[src/rtl/polydiv_pkg.sv]
package polydiv_pkg;
    typedef enum logic [1:0] {
        ST_IDLE  = 2'd0,
        ST_SHIFT = 2'd1,
        ST_PAD   = 2'd2,
        ST_DONE  = 2'd3
    } pd_state_e;
endpackage

[src/rtl/polydiv_step.sv]
// One combinational division step: shift in a bit and conditionally subtract.
module polydiv_step #(
    parameter int N = 3
) (
    input  logic [N-1:0] rem_cur,
    input  logic [N-1:0] gen_low,
    input  logic         din,
    output logic [N-1:0] rem_nxt,
    output logic         qbit
);
    logic [N-1:0] shifted;

    assign qbit = rem_cur[N-1];

    for (genvar i = 0; i < N; i++) begin : g_bit
        if (i == 0) begin : g_lsb
            assign shifted[i] = din;
        end else begin : g_upper
            assign shifted[i] = rem_cur[i-1];
        end
        assign rem_nxt[i] = shifted[i] ^ (gen_low[i] & qbit);
    end
endmodule

[src/rtl/polydiv_padcnt.sv]
// Counts the zero bits appended during padding.
module polydiv_padcnt #(
    parameter int N = 3
) (
    input  logic clk,
    input  logic rst_n,
    input  logic load,
    input  logic dec,
    output logic last
);
    localparam int CW = $clog2(N + 1);
    localparam logic [CW-1:0] LOADV = CW'(N);

    logic [CW-1:0] cnt;

    always_ff @(posedge clk or negedge rst_n) begin
        if (!rst_n) begin
            cnt <= '0;
        end else if (load) begin
            cnt <= LOADV;
        end else if (dec && cnt != '0) begin
            cnt <= cnt - 1'b1;
        end
    end

    assign last = (cnt == CW'(1));

    // the pad count never exceeds the generator degree
    assert_pad_range_R5: assert property (@(posedge clk) disable iff (!rst_n)
        cnt <= LOADV);

    // a load is followed by a full count of N
    assert_pad_load_R5: assert property (@(posedge clk) disable iff (!rst_n)
        load |=> cnt == LOADV);
endmodule

[src/rtl/polydiv_serial.sv]
module polydiv_serial #(
    parameter int N = 3
) (
    input  logic         clk,
    input  logic         rst_n,
    input  logic [N:0]   gen_i,
    input  logic         start_i,
    input  logic         bit_vld_i,
    input  logic         bit_i,
    input  logic         pad_i,
    output logic [N-1:0] rem_o,
    output logic         quo_o,
    output logic         done_o
);
    import polydiv_pkg::*;

    pd_state_e    state, state_nxt;
    logic         shift_en;
    logic         din_sel;
    logic         pad_load;
    logic         pad_dec;
    logic         pad_last;
    logic [N-1:0] rem_step;
    logic         q_step;

    polydiv_step #(.N(N)) u_step (
        .rem_cur (rem_o),
        .gen_low (gen_i[N-1:0]),
        .din     (din_sel),
        .rem_nxt (rem_step),
        .qbit    (q_step)
    );

    polydiv_padcnt #(.N(N)) u_padcnt (
        .clk   (clk),
        .rst_n (rst_n),
        .load  (pad_load),
        .dec   (pad_dec),
        .last  (pad_last)
    );

    // Next-state and step control
    always_comb begin
        state_nxt = state;
        shift_en  = 1'b0;
        din_sel   = bit_i;
        pad_load  = 1'b0;
        pad_dec   = 1'b0;
        if (start_i) begin
            state_nxt = ST_SHIFT;
        end else begin
            unique case (state)
                ST_IDLE: begin
                    state_nxt = ST_IDLE;
                end
                ST_SHIFT: begin
                    if (pad_i) begin
                        state_nxt = ST_PAD;
                        pad_load  = 1'b1;
                    end else if (bit_vld_i) begin
                        shift_en = 1'b1;
                    end
                end
                ST_PAD: begin
                    shift_en = 1'b1;
                    din_sel  = 1'b0;
                    pad_dec  = 1'b1;
                    if (pad_last) begin
                        state_nxt = ST_DONE;
                    end
                end
                ST_DONE: begin
                    state_nxt = ST_DONE;
                end
                default: state_nxt = ST_IDLE;
            endcase
        end
    end

    // State register
    always_ff @(posedge clk or negedge rst_n) begin
        if (!rst_n) begin
            state <= ST_IDLE;
        end else begin
            state <= state_nxt;
        end
    end

    // Output registers
    always_ff @(posedge clk or negedge rst_n) begin
        if (!rst_n) begin
            rem_o  <= '0;
            quo_o  <= 1'b0;
            done_o <= 1'b0;
        end else if (start_i) begin
            rem_o  <= '0;
            quo_o  <= 1'b0;
            done_o <= 1'b0;
        end else begin
            if (shift_en) begin
                rem_o <= rem_step;
                quo_o <= q_step;
            end
            done_o <= (state_nxt == ST_DONE);
        end
    end

    // start clears every output
    assert_start_clr_R2: assert property (@(posedge clk) disable iff (!rst_n)
        start_i |=> (rem_o == '0 && !quo_o && !done_o));

    // quotient bit is the previous remainder top bit
    assert_qbit_R3: assert property (@(posedge clk) disable iff (!rst_n)
        (state == ST_SHIFT && !start_i && !pad_i && bit_vld_i)
        |=> quo_o == $past(rem_o[N-1]));

    // no valid bit, no change
    assert_hold_R4: assert property (@(posedge clk) disable iff (!rst_n)
        (state == ST_SHIFT && !start_i && !pad_i && !bit_vld_i)
        |=> ($stable(rem_o) && $stable(quo_o)));

    // done is sticky and the remainder frozen until start
    assert_done_hold_R6: assert property (@(posedge clk) disable iff (!rst_n)
        (done_o && !start_i) |=> (done_o && $stable(rem_o)));

    // done only rises out of padding
    assert_done_src_R6: assert property (@(posedge clk) disable iff (!rst_n)
        $rose(done_o) |-> $past(state) == ST_PAD);

    // idle ignores data
    assert_idle_R1: assert property (@(posedge clk) disable iff (!rst_n)
        (state == ST_IDLE && !start_i) |=> (rem_o == '0 && !done_o));
endmodule

[config.mk]
export PLATFORM = sky130hd
export DESIGN_NAME = polydiv_serial
export DESIGN_NICKNAME = d
export VERILOG_FILES = /design/src/rtl/polydiv_pkg.sv /design/src/rtl/polydiv_step.sv /design/src/rtl/polydiv_padcnt.sv /design/src/rtl/polydiv_serial.sv
export SDC_FILE = /design/constraint.sdc
export NUM_CORES = 1
export LEC_CHECK = 0
export ABC_AREA = 1
export CORE_AREA = 4 4 41 43
export CTS_CLUSTER_SIZE = 20
export DETAILED_ROUTE_END_ITERATION = 8
export DIE_AREA = 0 0 45 47
export DONT_BUFFER_PORTS = 1
export PLACE_DENSITY_LB_ADDON = 0.3
export SLEW_MARGIN = 15
export SYNTH_ARGS = -nofsm -noshare
export SYNTH_HDL_FRONTEND = slang
export SYNTH_HIERARCHICAL = 1
export SYNTH_SLANG_ARGS = --single-unit
[constraint.sdc]
create_clock -name clk -period 1.65 [get_ports clk]
set_input_delay 0.33 -clock clk [delete_from_list [all_inputs] [get_ports clk]]
set_output_delay 0.33 -clock clk [all_outputs]
set_load 0.1 [all_outputs]
# After elaboration in Yosys (flattened, before gate mapping)
# Index checks and enable logic that the tools add are counted.
# word_totals
register_bits	9
latch_bits	0
ramBits	0
romBits	0
input_bits	10
output_inout_bits	5
wordCells	44
mem_count	0
# classes
add_sub_neg	1
multipliers	0
div_mod_pow	0
n_lt_le_gt_ge	0
eq_ne	5
shift	0
muxes	22
n_bitwise	6
n_reduce_logical	5
# ops
cell	count
1-bit 2-to-1 mux	13
2-bit 2-to-1 mux	5
2-bit one-hot mux with 4 select lines	1
2-bit == test, second input constant	3
3-bit 2-to-1 mux	2
2-bit nonzero test	3
2-bit by 1-bit == test with 1-bit output, second input constant	2
1-bit AND	3
1-bit XOR	3
2-bit logical NOT	1
1-bit one-hot mux with 2 select lines	1
2-bit by 1-bit subtractor with 2-bit output, second input constant	1
1-bit logical AND	1

# Depth between registers and ports, before layout
# Gate-level depths: netlist of run 1.
# logic_depth
word_depth	6
ltp_mapped	10
mapped_depth_nobuf	10

# Modules after synthesis
# Netlist of run 1, hierarchy kept.
# modules_own_cells
module	instances	cells_per_inst	area_per_inst_um2
polydiv_serial	1	50	414.1
polydiv_padcnt	1	16	125.1
polydiv_step	1	16	67.6

# Worst setup path before layout of run 1
# OpenSTA, ideal clock, no wires.
# synth_path
path_kind	flip-flop to flip-flop
startpoint	register rem_o[2]
endpoint	register rem_o[1]
setup_ps	123
arrival_ps	1375
slack_ps	152
path_stages_with_launch	6
path_buffers	0
path_cell_list	dfrtp_1 > nand2_1 > nand2_1 > nand2_1 > nand4_1 > nand2_1
# synth_via
elab_chain_len	4
# synth_rtl
element	line_no	text
start, declared	polydiv_serial.sv:11	output logic [N-1:0] rem_o,
start signal, assigned	polydiv_serial.sv:101	rem_o <= rem_step;
1-bit AND	polydiv_step.sv:21	assign rem_nxt[i] = shifted[i] ^ (gen_low[i] & qbit);
1-bit XOR	polydiv_step.sv:21	
via rem_step[1]	polydiv_serial.sv:23	logic [N-1:0] rem_step;
3-bit 2-to-1 mux	polydiv_serial.sv:100	if (shift_en) begin
3-bit 2-to-1 mux	polydiv_serial.sv:95	end else if (start_i) begin
# The timed path passes the listed nets, and every way through them passes these cells. The select of a mux whose other input is x is not followed.
# A chain may end at the register's enable or synchronous reset.

# Worst setup path in the final report of run 1
# layout_path
startpoint	register state[0]
endpoint	register rem_o[0]
# layout_via
elab_chain_len	6
word_cells_on_any_way	10
cone_classes	eq/ne: 2; mux: 6; bitwise: 1; reduce/logical: 1
# layout_rtl
element	line_no	text
start, declared	polydiv_serial.sv:17	pd_state_e state, state_nxt;
start signal, assigned	polydiv_serial.sv:85	state <= state_nxt;
2-bit == test	polydiv_serial.sv:52	unique case (state)
1-bit 2-to-1 mux	polydiv_serial.sv:52	
1-bit 2-to-1 mux	polydiv_serial.sv:49	if (start_i) begin
via din_sel	polydiv_serial.sv:19	logic din_sel;
1-bit XOR	polydiv_step.sv:21	
via rem_step[0]	polydiv_serial.sv:23	
3-bit 2-to-1 mux	polydiv_serial.sv:100	
3-bit 2-to-1 mux	polydiv_serial.sv:95	
# The timed path passes the listed nets, and every way through them passes these cells. The select of a mux whose other input is x is not followed.

==> impl_summary.md, run 1 <==
Run status
The run finished with clean final reports.

Global route
The pin count of the biggest net entering global routing is 10. The remaining global-route overflow is 0. The via count of the first global-routing pass was 546. The number of antenna violations at the first check in global routing is 0. Across every metal layer, demand over resource in global routing totals 0.140. The first global-routing pass estimated 2090 um of wire.

Clocking
The root cell of the clock tree is sky130_fd_sc_hd__clkbuf_4. The clock tree from TritonCTS is done. CTS built an H-tree with a depth of 1.

The number of clock buffers inserted by TritonCTS is 3. No sink is reached through more buffers than the 2 on the longest clock path. The worst-skew pair later-pin latency is 0.26 ns. The tree built by TritonCTS fans out to 9 sinks.

The count of buffers added by post-CTS timing repair for setup is 0. The clock-pin slew on the worst setup and hold paths is ~0.06 ns.

Pwr
The internal power is between 300 and 400 uW. The share of total power dissipated in combinational logic is 0.276. In this run the power spent charging and discharging nets is 201 uW. Of the total power, registers draw 0.439.

Of the total power, the share spent switching nets is 0.342. Of the total power, the clock network draws 0.285. The leakage component of the power is 0.000398 uW. The power density of the placed cells is 845 mW/mm^2. The maximum resistive drop on vdd is 0.415 mV.

Logic synthesis
The share of the Yosys chip area taken by registers is 0.371. The top-area cell type share of the netlist area is 0.371. The share of flip-flops with an asynchronous set or reset is 1.00. The flop and latch count out of synthesis is 9.

In this run, synthesis inferred 0 flip-flops with an integrated enable. The dominant register cell in the synthesized netlist is sky130_fd_sc_hd__dfrtp_1. After synthesis, the largest family of logic cells by area is simple AND/OR/NAND/NOR gates. The number of warnings issued by yosys is 6. After synthesis the cells add up to 607 um^2.

After synthesis, the cell types taking the most area are sky130_fd_sc_hd__dfrtp_1 (37%), sky130_fd_sc_hd__ha_1 (12%), sky130_fd_sc_hd__nand2_1 (12%). The synthesized-area fraction occupied by adder cells is 0.124. The most frequent cell after synthesis is sky130_fd_sc_hd__nand2_1. The netlist uses 12 different library cells. The mux contribution to synthesized area is 0. sky130_fd_sc_hd__dfrtp_1 takes more of the synthesized area than any other cell. The synthesized area per cell is ~7.4 um^2. Counting every net in the synthesized netlist gives 98. By count the netlist is led by sky130_fd_sc_hd__nand2_1 (20), sky130_fd_sc_hd__inv_1 (15), sky130_fd_sc_hd__nand3_1 (14). In the synthesized netlist, the number of instances is 82. The synthesized-area fraction occupied by ao, oa, aoi and oai cells is 0.0165. Of the total synthesized cell area, the portion taken by AND, OR, NAND and NOR gates is 0.365. Of the total synthesized cell area, the portion taken by XOR and XNOR cells is 0.

Place
The weighted congestion reported at the end of routability-driven placement is 0.861. The placed instances occupy a cell area of 656 um^2. The count of buffers added on input and output ports is 0. The total half-perimeter wirelength after legalization and detailed placement is 911 um.

Run
The tool flagged a number of max-cap violations equal to 0.

Timing
The total setup violations reported at the end of the flow is 0. The minimum clock period is about 1.5 ns. The slew of the pin with the lowest slew margin is roughly 0.4 ns. The number of pins exceeding their max-slew limit in the final report is 0. Setup repair after global routing left no endpoint under its margin.

The final count of hold timing violations is 0. The final total negative setup slack is 0 ns. The timing-limited maximum frequency is a little under 0.7 GHz.

The setup skew after layout is between 0.003 and 0.004 ns. The post-route fraction of the period consumed by the critical path is 0.882. The worst-case headroom to the max-slew limit is 0.733.

Routing
The count of routing violations after the opening detailed-route iteration is 18. The first-pass detailed-route iteration total is 6. In the routed design, unresolved DRC markers number 0. The routed design has 1130 um of wire.

The total via count in the routed design is about 550. The detail-routed net length per standard cell is 10.7 um. Once detail routing completed, the nets flagged for antenna violations numbered 0. In the routed layout, each cell is associated on average with a via count of approximately 5.2.

Worst setup path
The data required time at the worst endpoint is 1.80 ns. Together, buffers and inverters on the worst path number 3. Along the worst path, the maximum fanout reaches 5. The longest individual stage delay on the worst path is between 0.4 and 0.5 ns.

The kind of start point of the critical path is a flop. The cell family contributing the most delay on the critical path is simple AND/OR/NAND/NOR gates. The worst setup path is captured at a flop. Data arrives at the worst endpoint at roughly 1.6 ns. For this design, the slowest cell found on the critical path is sky130_fd_sc_hd__dfrtp_1.

The critical path in this run is classified as reg2reg. Among the stages of the critical path, the cell type that occurs most often is sky130_fd_sc_hd__inv_1. The critical path goes through inv_1, ha_1, inv_1, nor2_2, nor2_1, inv_1, nand3_1, nand2_1, nand4_1, nand2_1.

Cells and area
Relative to the synthesized area, the layout overhead comes to 14.4%. The diode insertion count for antenna repair is 0. Summing all non-filler instances in the final layout gives an area of 694 um^2. The layout has 130 filler cells. The area of all sequential standard cells is about 230 um^2. The total number of nets in the final design is about 110.

The share of post-route cells with drive strength above 1 is 0.165. In the final layout, the multi-input gates occupy 309 um^2.

Floorplan
The die is roughly 45 um wide. The count of pins on the block boundary is 15. The effective utilization at floorplan is 0.466. Row generation in the floorplan step produced 13 rows. The core region area is 0.00130 mm^2. The die covers 0.00212 mm^2. The die span in y is approximately 47 um.

Worst hold path
The worst hold path belongs to the class in2reg.
-- routing by layer --
metal,track usage,vias up,share of wire
met1,0.167,257,0.42
met5,0,-,0
met2,0.212,17,0.49
met3,0.0345,6,0.064
li1,-,274,-
met4,0.117,0,0.027
-- stage by stage --
stage                     utilization  total power (uW)  hold slack, ns  cells  setup WS [ns]
after global routing            0.534               634           0.240    106        0.00281
after global placement          0.504               412          0.0347    101          0.197
final                           0.534               587           0.230    106          0.194
after floorplan                     -               388          0.0344     82          0.152
after detailed placement        0.504               418          0.0347    101          0.145
after CTS                       0.532               592           0.223    106          0.123
-- layout make-up --
| cell class | instances | area share |
|---|---|---|
| Clock buffer | 4 | 0.0378 |
| Inverter | 18 | 0.0973 |
| Multi-Input combinational cell | 54 | 0.445 |
| Sequential cell | 9 | 0.324 |
| Tap cell | 15 | 0.0270 |
| Timing Repair Buffer | 6 | 0.0685 |
-- cells by family (layout without fill, tap and decap cells) --
kind of cell | after synthesis | after routing
flops | 9 | 9
fa+ha+maj | 6 | 6
simple gates | 46 | 46
compound gates | 2 | 2
buf+inv | 19 | 28
-- path summary, 6_finish.rpt --
kind | cells past startpoint | slack [ns] | startpoint | endpoint
worst max register to register | 10 | 0.19 | state[0]$_DFF_PN0_ | rem_o[0]$_DFFE_PN0P_
min in group asynchronous | 1 | 0.43 | rst_n | state[0]$_DFF_PN0_
worst max-delay path | 10 | 0.19 | state[0]$_DFF_PN0_ | rem_o[0]$_DFFE_PN0P_
max in group asynchronous | 1 | 0.94 | rst_n | rem_o[2]$_DFFE_PN0P_
worst min register to register | 2 | 0.49 | u_padcnt/cnt[1]$_DFFE_PN0P_ | u_padcnt/cnt[1]$_DFFE_PN0P_
worst min-delay path | 2 | 0.23 | start_i | state[0]$_DFF_PN0_
-- worst reg2reg max path, cell delays in order (launching register included) --
cell                      delay, ns
sky130_fd_sc_hd__dfrtp_1       0.41
sky130_fd_sc_hd__inv_1         0.09
sky130_fd_sc_hd__ha_1          0.21
sky130_fd_sc_hd__inv_1         0.14
sky130_fd_sc_hd__nor2_2        0.08
sky130_fd_sc_hd__nor2_1        0.12
sky130_fd_sc_hd__inv_1         0.05
sky130_fd_sc_hd__nand3_1       0.06
sky130_fd_sc_hd__nand2_1       0.05
sky130_fd_sc_hd__nand4_1       0.08
sky130_fd_sc_hd__nand2_1       0.06
-- placed cells by master, fill, tap and decap left out --
master / instances
sky130_fd_sc_hd__buf_4: 5
sky130_fd_sc_hd__clkbuf_1: 1
sky130_fd_sc_hd__clkbuf_4: 3
sky130_fd_sc_hd__dfrtp_1: 9
sky130_fd_sc_hd__dlygate4sd3_1: 1
sky130_fd_sc_hd__ha_1: 6
sky130_fd_sc_hd__inv_1: 15
sky130_fd_sc_hd__inv_2: 3
sky130_fd_sc_hd__nand2_1: 20
sky130_fd_sc_hd__nand2_4: 2
sky130_fd_sc_hd__nand3_1: 14
sky130_fd_sc_hd__nand3_2: 1
sky130_fd_sc_hd__nand4_1: 4
sky130_fd_sc_hd__nor2_1: 4
sky130_fd_sc_hd__nor2_2: 1
sky130_fd_sc_hd__o21ai_0: 2
-- registers in the layout, summed over array words and instances (netlist names) --
signal        cells
rem_o             3
state             2
u_padcnt/cnt      2
done_o            1
quo_o             1
-- power groups by stage --
stage,Sequential (uW),Combinational [uW],Clock [uW]
4_1_cts,258,163,171
3_5_place_dp,262,157,0
3_3_place_gp,261,151,0
5_1_grt,262,187,185
2_1_floorplan,282,106,0
6_report,258,162,167
-- timing repair --
action / CTS / global route
hold endpoints to repair: 9 / 0
setup endpoints to repair: 0 / 1
resized for setup: 0 / 1
hold buffers: 1 / 0
Note: power is estimated with default switching activity, not from simulation.
==> inputs of run 2 (changes only) <==
--- a/config.mk
+++ b/config.mk
@@ -5,7 +5,7 @@
 export SDC_FILE = /design/constraint.sdc
 export NUM_CORES = 1
 export LEC_CHECK = 0
-export ABC_AREA = 1
+export ABC_AREA = 0
 export CORE_AREA = 4 4 41 43
 export CTS_CLUSTER_SIZE = 20
 export DETAILED_ROUTE_END_ITERATION = 8
==> impl_summary.md, run 2 <==
Run status
The flow ran to the end, and the final reports show no timing, DRC or antenna violations.

Worst setup path
The number of cells on the worst reg-to-reg path is 5 (-5). The sort of element at the end of the critical path is a flop. The category of the most critical setup path is reg2reg. The worst register-to-register path begins at state[0]$_DFF_PN0_. The longest individual stage delay on the worst path is 0.41 ns (about the same). The critical path goes through inv_1, ha_1, and2_0, a22o_2, mux2i_1.

The kind of start point of the critical path is a flop. The launch point of the worst path is state[0]$_DFF_PN0_. The maximum fanout count along the critical path is 4 (-1). The arrival time of data at the critical path endpoint is 1.61 ns (about the same). The reg-to-reg endpoint is rem_o[0]$_DFFE_PN0P_. The slowest stage of the critical path is the sky130_fd_sc_hd__dfrtp_1 cell. The register-to-register setup slack came to 0.18 ns (-0.02 ns).

The critical path ends at rem_o[0]$_DFFE_PN0P_. The data required time at the worst endpoint is 1.79 ns (about the same).

Global route
The via count of the first global-routing pass came to 400 (-27%). The remaining global-route overflow is 0 (unchanged). The number of antenna violations at the first check in global routing is 0 (unchanged). The first-pass GRT wire length is 1720 um (-18%). The pin count of the biggest net entering global routing was 10 (unchanged). The total track usage was 0.118 (-0.0223).

Worst hold path
The type of the tightest min-delay check is in2reg. The cell depth of the worst hold path was 1 (-1). The worst hold path begins at start_i.

Logic synthesis
The number of synthesized flops with an enable pin came to 0 (unchanged). The count of mapped cells out of synthesis is 59 (-28%). The netlist area before placement is 574 um^2 (-5.4%). The simple-gate portion of the synthesized area is 0.214 (-0.151). The net count after synthesis came to 75 (-23%). The combinational family with the most area after synthesis is simple AND/OR/NAND/NOR gates. Ranked by total cell area, the synthesized netlist is headed by sky130_fd_sc_hd__dfrtp_1 (39%), sky130_fd_sc_hd__ha_1 (13%), sky130_fd_sc_hd__nand2_1 (7.2%). The most frequent cell after synthesis is sky130_fd_sc_hd__nand2_1.

The top-area cell type share of the netlist area is 0.392 (+0.0210). The mux contribution to synthesized area is 0.0697 (+0.0697). The parity-gate share of the synthesized area counting xor and xnor cells was 0.0458 (+0.0458). The number of warnings issued by yosys came to 6 (unchanged). The synthesized area per cell is 9.73 um^2 (+32%). The number of library cell types mapped by synthesis was 21 (+9).

The commonest cells after synthesis are sky130_fd_sc_hd__nand2_1 (11), sky130_fd_sc_hd__dfrtp_1 (9), sky130_fd_sc_hd__ha_1 (6). In the synthesized netlist the dominant register cell turns out to be sky130_fd_sc_hd__dfrtp_1. The biggest area consumer among synthesized cells is sky130_fd_sc_hd__dfrtp_1. The synthesized-area fraction occupied by ao, oa, aoi and oai cells is 0.102 (+0.0859). The flop and latch count out of synthesis was 9 (unchanged). The synthesized-area fraction occupied by adder cells is 0.131 (+0.00701).

The share of flip-flops with an asynchronous set or reset came to 1.00 (unchanged). The register area share after synthesis is 0.392 (+0.0210).

Cells and area
The signed area change from the synthesized netlist to the final layout is 16.6%. The multi-input combinational cell area is 325 um^2 (+5.3%). The library cell used most frequently in the layout, excluding fill and tap cells, is sky130_fd_sc_hd__nand2_1. In the layout the commonest cells are sky130_fd_sc_hd__nand2_1 (11), sky130_fd_sc_hd__dfrtp_1 (9), sky130_fd_sc_hd__ha_1 (6), sky130_fd_sc_hd__buf_4 (6). The area of all sequential standard cells is 225 um^2 (unchanged).

The register ranked first by flip-flop count is rem_o. The diode insertion count for antenna repair is 0 (unchanged). The number of filler cells placed in the layout was 132 (+1.5%). The number of flip-flops in the largest register is 3 (unchanged).

The share of post-route cells with drive strength above 1 is 0.174 (+0.00908). The total number of nets in the final design is 86 (-20%). The largest registers in the layout are rem_o: 3 flops, state: 2 flops, u_padcnt/cnt: 2 flops. The summed area of non-filler cells in the final layout is 669 um^2 (-3.6%).

Timing
The number of pins exceeding their max-slew limit in the final report is 0 (unchanged). The final hold slack is 0.131 ns (-0.0984 ns). The setup skew after layout is 0.00285 ns (-0.00105 ns). The minimum clock period is 1.47 ns (+0.0159 ns). Setup repair after global routing left no endpoint under its margin. The post-route fraction of the period consumed by the critical path is 0.892 (+0.00964). The final count of hold timing violations is 0 (unchanged). The total setup violations reported at the end of the flow is 0 (unchanged). The slew of the pin with the lowest slew margin is 0.405 ns (+0.00503 ns).

The worst-case headroom to the max-slew limit came to 0.729 (-0.00336). The slack of the critical path was 0.178 ns (-0.0159 ns). The timing-limited maximum frequency came to 0.679 GHz (-1.1%).

The final total negative setup slack is 0 ns (unchanged).

Pwr
The leakage component of the power is 0.000320 uW (-20%). The power density of the placed cells came to 795 mW/mm^2 (-6.0%). The maximum resistive drop on vdd is 0.399 mV (-3.7%). The total design power was 532 uW (-9.4%).

Place
The setup slack at placement is 0.109 ns (-0.0357 ns). The placement-stage cell area came to 631 um^2 (-3.8%). The total half-perimeter wirelength after legalization and detailed placement was 811 um (-11%). The weighted congestion reported at the end of routability-driven placement is 0.700 (-19%).

The number of input and output port buffers inserted is 0 (unchanged).

Floorplan
The die footprint is 0.00212 mm^2 (unchanged). The count of pins on the block boundary was 15 (unchanged). The core region area is 0.00130 mm^2 (unchanged). The effective utilization at floorplan came to 0.441 (-0.0250).

The floorplan row count was 13 (unchanged). The die span in y is 47 um (unchanged). The die width is 45 um (unchanged).

Clocking
The number of sinks driven by the clock tree is 9 (unchanged). The number of H-tree levels was 1 (unchanged). The clock-pin slew on the worst setup and hold paths is 0.06 ns (about the same). The root cell of the clock tree is sky130_fd_sc_hd__clkbuf_4.

The number of clock buffers inserted by TritonCTS is 3 (unchanged). The worst-skew pair later-pin latency is 0.25 ns (about the same). The buffer levels on the longest clock path is 2 (unchanged). The clock tree from TritonCTS is done. The count of buffers added by post-CTS timing repair for setup is 0 (unchanged).

Run
The max capacitance violation total is 0 (unchanged).

Routing
The sum of routed wire length over all layers is 995 um (-12%). The total via count in the routed design is 418 (-25%). The number of nets with antenna violations after routing is 0 (unchanged). The count of routing violations after the opening detailed-route iteration is 9 (-9).

The detail-routed net length per standard cell is 11.8 um (+11%). The first-pass detailed-route iteration total is 4 (-2). The via density per instance is 4.98 (-4.8%).

The DRC violation count after routing is 0 (unchanged).
run 2: changes by cell type in the layout (fill, tap and decap cells not counted), sizes merged, moves of 2 or more:
cell and change:
and4bb +2, nand4 -4, xnor2 +3, nand3 -15, mux2i +4, nor2 -2
inv -14, nand2 -11, a21oi +2, nor2b +4
run 2: how the worst min path moves through the flow:
stage / endpoint
6_report: state[1]$_DFF_PN0_
5_1_grt: state[1]$_DFF_PN0_
4_1_cts: state[1]$_DFF_PN0_
3_5_place_dp: done_o$_DFF_PN0_
3_3_place_gp: state[1]$_DFF_PN0_
2_1_floorplan: done_o$_DFF_PN0_
run 2: layer usage:
metal / track usage / routed length, um
met2: 0.186 / 485
met3: 0.0575 / 70
met5: 0 / 0
met4: 0.0702 / 9
met1: 0.127 / 430
run 2: final cells by class:
type / instances / area share
Multi-Input combinational cell: 44 / 0.486
Sequential cell: 9 / 0.336
Timing Repair Buffer: 7 / 0.0822
Clock buffer: 4 / 0.0393
Inverter: 5 / 0.0280
Tap cell: 15 / 0.0280
run 2: per-stage QoR:
step | instances | utilization
CTS | 84 | 0.513
floorplan | 59 | -
finish | 84 | 0.514
global placement | 79 | 0.485
global route | 84 | 0.514
detailed placement | 79 | 0.485
run 2: cells by family (layout without fill, tap and decap cells):
| kind of cell | count (synthesis) | in the layout |
|---|---|---|
| multiplexers | 4 | 4 |
| buffers and inverters | 6 | 16 |
| adder cells (fa/ha/maj) | 6 | 6 |
| AO/OA/AOI/OAI | 8 | 8 |
| flip-flops | 9 | 9 |
| XOR/XNOR | 3 | 3 |
| AND/OR/NAND/NOR | 23 | 23 |
run 2: what timing repair did:
item	in CTS	in global routing
endpoints found under the hold margin	9	0
gates resized for setup	0	1
hold buffers	1	0
setup endpoints to repair	0	1
run 2: where the power goes:
part | total, uW | switching (uW) | internal [uW] | leakage (uW)
sequential | 253 | 15.6 | 237 | 0.000113
clock | 165 | 71.9 | 92.9 | 0.0000150
combinational | 115 | 67.4 | 47.2 | 0.000192
run 2: worst max-delay path: cells and delay by family, from the launching register on:
family / cells / cell delay (ns)
adders and majority gates: 1 / 0.31
AOI/OAI and AO/OA: 1 / 0.28
muxes: 1 / 0.13
buffers and inverters: 1 / 0.08
DFF: 1 / 0.41
and+or+nand+nor: 1 / 0.16
